--- config.mk ---
export PLATFORM = sky130hd
export DESIGN_NAME = evt_irq_aggregator
export DESIGN_NICKNAME = d
export VERILOG_FILES = /design/src/rtl/evt_irq_aggregator.sv
export SDC_FILE = /design/constraint.sdc
export NUM_CORES = 1
export LEC_CHECK = 0
export ABC_CLOCK_PERIOD_IN_PS = 5200
export BUFFER_PORTS_ARGS = -buffer_cell sky130_fd_sc_hd__buf_2
export CAP_MARGIN = 20
export CORE_UTILIZATION = 45
export DETAILED_ROUTE_END_ITERATION = 10
export PLACE_DENSITY_LB_ADDON = 0.2
export SYNTH_ARGS = -nofsm -noshare
export SYNTH_HDL_FRONTEND = slang
export SYNTH_SLANG_ARGS = --single-unit
--- constraint.sdc ---
create_clock -name clk -period 5.2 [get_ports clk]
set_input_delay 0.52 -clock clk [delete_from_list [all_inputs] [get_ports clk]]
set_output_delay 0.52 -clock clk [all_outputs]
set_load 0.05 [all_outputs]
--- src/rtl/evt_irq_aggregator.sv ---
module evt_irq_aggregator #(
  parameter int W  = 32,
  parameter int NW = 3,
  localparam int BW = $clog2(W),
  localparam int CW = 2 + BW
) (
  input  logic          clk,
  input  logic          rst_n,
  input  logic          evt_valid,
  input  logic [CW-1:0] evt_code,
  input  logic          bus_wr,
  input  logic [5:0]    bus_addr,
  input  logic [W-1:0]  bus_wdata,
  output logic [W-1:0]  bus_rdata,
  output logic          irq_hi,
  output logic          irq_mid,
  output logic          irq_lo
);

  logic [W-1:0]    pend [NW];
  logic [W-1:0]    mask [3][NW];
  logic [NW*W-1:0] pend_flat;
  logic [NW-1:0]   hits [3];

  wire       aligned = bus_addr[1:0] == 2'd0;
  wire [1:0] grp     = bus_addr[5:4];
  wire [1:0] wsel    = bus_addr[3:2];

  for (genvar w = 0; w < NW; w++) begin : g_word
    wire          evt_here = evt_valid && evt_code[CW-1:BW] == 2'(w);
    wire          wr_here  = bus_wr && aligned && wsel == 2'(w);
    wire [W-1:0]  set_v    = evt_here ? (W'(1) << evt_code[BW-1:0]) : '0;
    wire [W-1:0]  clr_v    = (wr_here && grp == 2'd0) ? bus_wdata : '0;

    always_ff @(posedge clk) begin
      if (!rst_n) pend[w] <= '0;
      else        pend[w] <= (pend[w] & ~clr_v) | set_v;
    end

    assign pend_flat[w*W +: W] = pend[w];

    for (genvar b = 0; b < 3; b++) begin : g_bank
      always_ff @(posedge clk) begin
        if (!rst_n)                          mask[b][w] <= '0;
        else if (wr_here && grp == 2'(b+1))  mask[b][w] <= bus_wdata;
      end
      assign hits[b][w] = |(pend[w] & mask[b][w]);
    end
  end

  assign irq_hi  = |hits[0];
  assign irq_mid = |hits[1];
  assign irq_lo  = |hits[2];

  always_comb begin
    bus_rdata = '0;
    for (int w = 0; w < NW; w++) begin
      if (aligned && wsel == 2'(w)) begin
        case (grp)
          2'd0:    bus_rdata = pend_flat[w*W +: W];
          2'd1:    bus_rdata = mask[0][w];
          2'd2:    bus_rdata = mask[1][w];
          default: bus_rdata = mask[2][w];
        endcase
      end
    end
  end

endmodule

# ---- After elaboration in Yosys (flattened, before gate mapping)
# Memories as Yosys holds them, arrays and structs flattened.
# Cells that the tools add are included.
dict set report totals {
  input_bits 49
  mem_count 2
  reg_bits 0
  elab_cells 122
  ramBits 384
}
# memory words width read_ports rd_ports_with_merged_regs write_ports line
set memory_table {}
lappend memory_table {mask 3 96 3 0 3 21} ;# logic [W-1:0] mask [3][NW];
lappend memory_table {pend 3 32 3 0 3 20} ;# logic [W-1:0] pend [NW];
dict set report op_classes {
  eq_ne 7
  muxes 53
  reduce_logical 29
  n_shift 1
  bitwise_logic 30
}
# cell count
set ops {}
lappend ops {{two-way mux 32 bit} 21}
lappend ops {{bitwise AND 32 bit} 12}
lappend ops {{case mux 32 bit (3 select lines)} 3}
lappend ops {{OR reduction 96 bit} 3}
lappend ops {{NOT 32 bit} 3}
lappend ops {{OR 32 bit} 3}
lappend ops {{left shift 1 x 5 -> 32 bit (first input constant)} 1}
lappend ops {{two-way mux 1 bit} 29}
lappend ops {{logical AND 1 bit} 22}
lappend ops {{OR 1 bit} 12}
lappend ops {{equality test 2 bit (second input constant)} 4}
lappend ops {{logical NOT 2 bit} 4}
lappend ops {{equality test 2 x 1 -> 1 bit (second input constant)} 3}

# ---- Longest topological paths before layout
dict set report depth {
  word_depth 9
  ltp_mapped 7
}

# ---- Worst setup path before layout
# No wires, ideal clock.
dict set report synth_path {
  path_type {input to register}
  startpoint {input bus_addr[5]}
  endpoint {memory mask[0][192] in the netlist's numbering, enable pin}
  required_ps 4734
  arrival_ps 3685
  setup_slack_ps 1049
  stages 5
  path_buffers 3
  setup_ps 466
  cell_sequence {buf_2 -> buf_2 -> buf_1 -> nand3_1 -> o21ai_0}
}
# element line
set synth_rtl {}
lappend synth_rtl {{from (decl)} 12} ;# input logic [5:0] bus_addr,
lappend synth_rtl {{to (decl)} 21}

==> metrics.csv <==
metric,value,unit
status,"finished, final reports clean",
pwr-share-seq,49.7,%
swShare,25.74,%
power_density,335.2,nW/um^2
htreeDepth,2,
ir_drop,0.0002330,V
die_area,43470,um^2
final_area,21420,um^2
wl_per_cell,41.08,um
clockPowerShare,42.4,%
cts_buffers,44,
dp.cells,1982,
synthCells,1470,
cp_max_fo,5,
cp.required,4.68,ns
post_cts_resized,0,
arrival,3.23,ns
synth_nets,1519,
grt.overflow.total,0,
diodes,0,
fmax,266.8,MHz
p_int,0.005331,W
worstSkewPairLatency,0.57,ns
yosysWarningCount,0,
vias_per_cell,7.302,
final_antenna_net_count,0,
synth_area,19190,um^2
fin_cells,2062,
grt_pass1_wl,116200,um
hold_violations,0,
place_area,20050,um^2
ff2ff_setup_slack,4.13,ns
mostFrequentLayoutCells,"and2_1 (288), edfxtp_1 (288), a22oi_1 (108)",
portBuffers,83,
first_global_vias,14240,
cts_tree,done,
start_kind,flop,
rr_worst_depth,2,
hold_depth,3,
ys.flop_type,edfxtp_1,
drv_cap,0,
core_area,42040,um^2
max_slew_margin,22.34,%
vias,15060,
rsz0062_at_grt,no,
grt_max_degree,70,
rows,75,
drive_gt1_share,21.80,%
dr.pass1.iters,7,
postCtsSetupBuffers,0,
worst_slew_pin_slew,1.164,ns
dieWidth,208.5,um
post-route-min-period,3.748,ns
finClkSkew,0,ns
min_from,bus_wdata[26],
place.gp.congestion,1.053,
fillers,3622,
ys_ff_latch,384,
routed_wl,84710,um
ys_async_sr_fraction,0,%
total_power,0.007179,W
worstSetupPathType,flop to primary output,
synth_area_per_cell,13.05,um^2
holdPathEnd,pend[2][26],
die_y,208.5,um
r2r_start,pend[1][26],
finalCritPeriodShare,72.08,%
clock_sinks,384,
p_leak,7.390,nW
p_comb_share,8.0,%
ctsHoldBuffers,0,
drtIter0Drc,2813,
synth.distinct_cells,40,
cts_root_buf,clkbuf_16,
antenna_found_initial,6,
power_switching,0.001848,W
hp-class,input pin to flop,
dp_hpwl,57840,um
setup-tns-final,0,ns
layout.nets,1538,
endpoint_kind,primary output,
io-pin-count,84,
start_util,45.64,%
seq_area_frac_synth,55.09,%
grt_usage,39.09,%
drc,0,
clk_pin_slew,0.06,ns
r2r_end,pend[1][26],
postLayoutCoreUtil,50.94,%
setup-violations-final,0,
clockBufferDepth,3,
maxSlewViolCount,0,
crit_start,pend[2][9],
synth_edf_count,288,
area_growth_syn_to_layout,11.62,%
## cell usage after synthesis (all sizes together), types with 36 or more instances
| cell type | n | share of area, % |
|---|---|---|
| mux4 | 96 | 11 |
| nand2 | 70 | 1.4 |
| edfxtp | 288 | 45 |
| nor2 | 46 | 1.0 |
| nor3 | 36 | 1.0 |
| a32o | 64 | 3.3 |
| and2 | 288 | 9.4 |
| a22oi | 108 | 4.2 |
| clkbuf | 113 | 2.3 |
| dfxtp | 96 | 10 |
## per-layer routing
layer	track usage (%)	wire, um	vias up
met5	0	26	-
met4	20.41	5248	4
met3	8.951	11200	265
met2	58.22	36720	1377
met1	53.40	31500	7614
li1	-	-	5796
## stage by stage
stage,worst slack [ns],hold WS [ns]
2_1_floorplan,1.049,0.5326
3_3_place_gp,1.609,0.5715
3_5_place_dp,1.585,0.5790
4_1_cts,1.586,0.3671
5_1_grt,1.464,0.4009
6_report,1.452,0.3875
## final cells by class
class / instances / area [um^2] / area share, %
clock buffer: 59 / 1210 / 5.649
clock inverter: 21 / 158.9 / 0.7420
multi-input combinational: 946 / 8127 / 37.94
sequential: 384 / 10570 / 49.35
tap: 539 / 674.4 / 3.149
timing repair buffer: 113 / 676.9 / 3.161
## registers in the layout, indices dropped and copies added (netlist names)
name	cells
pend	96
mask	288
## worst max path at each step
stage                   endpoint
floorplan           mask[0][192]
global placement    bus_rdata[6]
detailed placement  bus_rdata[6]
CTS                 bus_rdata[6]
global route        bus_rdata[6]
finish                   irq_mid
## power groups by stage
stage | logic [W] | registers, W | clock network [W]
4_1_cts | 0.000558 | 0.00356 | 0.00303
3_5_place_dp | 0.000556 | 0.00362 | 0
2_1_floorplan | 0.000351 | 0.00353 | 0
3_3_place_gp | 0.000552 | 0.00362 | 0
5_1_grt | 0.000580 | 0.00357 | 0.00315
6_report | 0.000571 | 0.00357 | 0.00304
## cells by family after synthesis
kind of cell / after synthesis / share of synthesized area, %
mux: 96 / 11.27
buf+inv: 140 / 3.463
flops: 384 / 55.09
compound gates: 313 / 14.20
simple gates: 537 / 15.98
## worst max-delay path, stage by stage, from the launching register on
cell and delay (ns):
dfxtp_1 0.46, a22o_1 0.32, a221oi_1 0.82, nand4_1 0.33, nor3_1 0.23, nand3_1 0.21, buf_2 0.28
(Power assumes the default switching activity.)
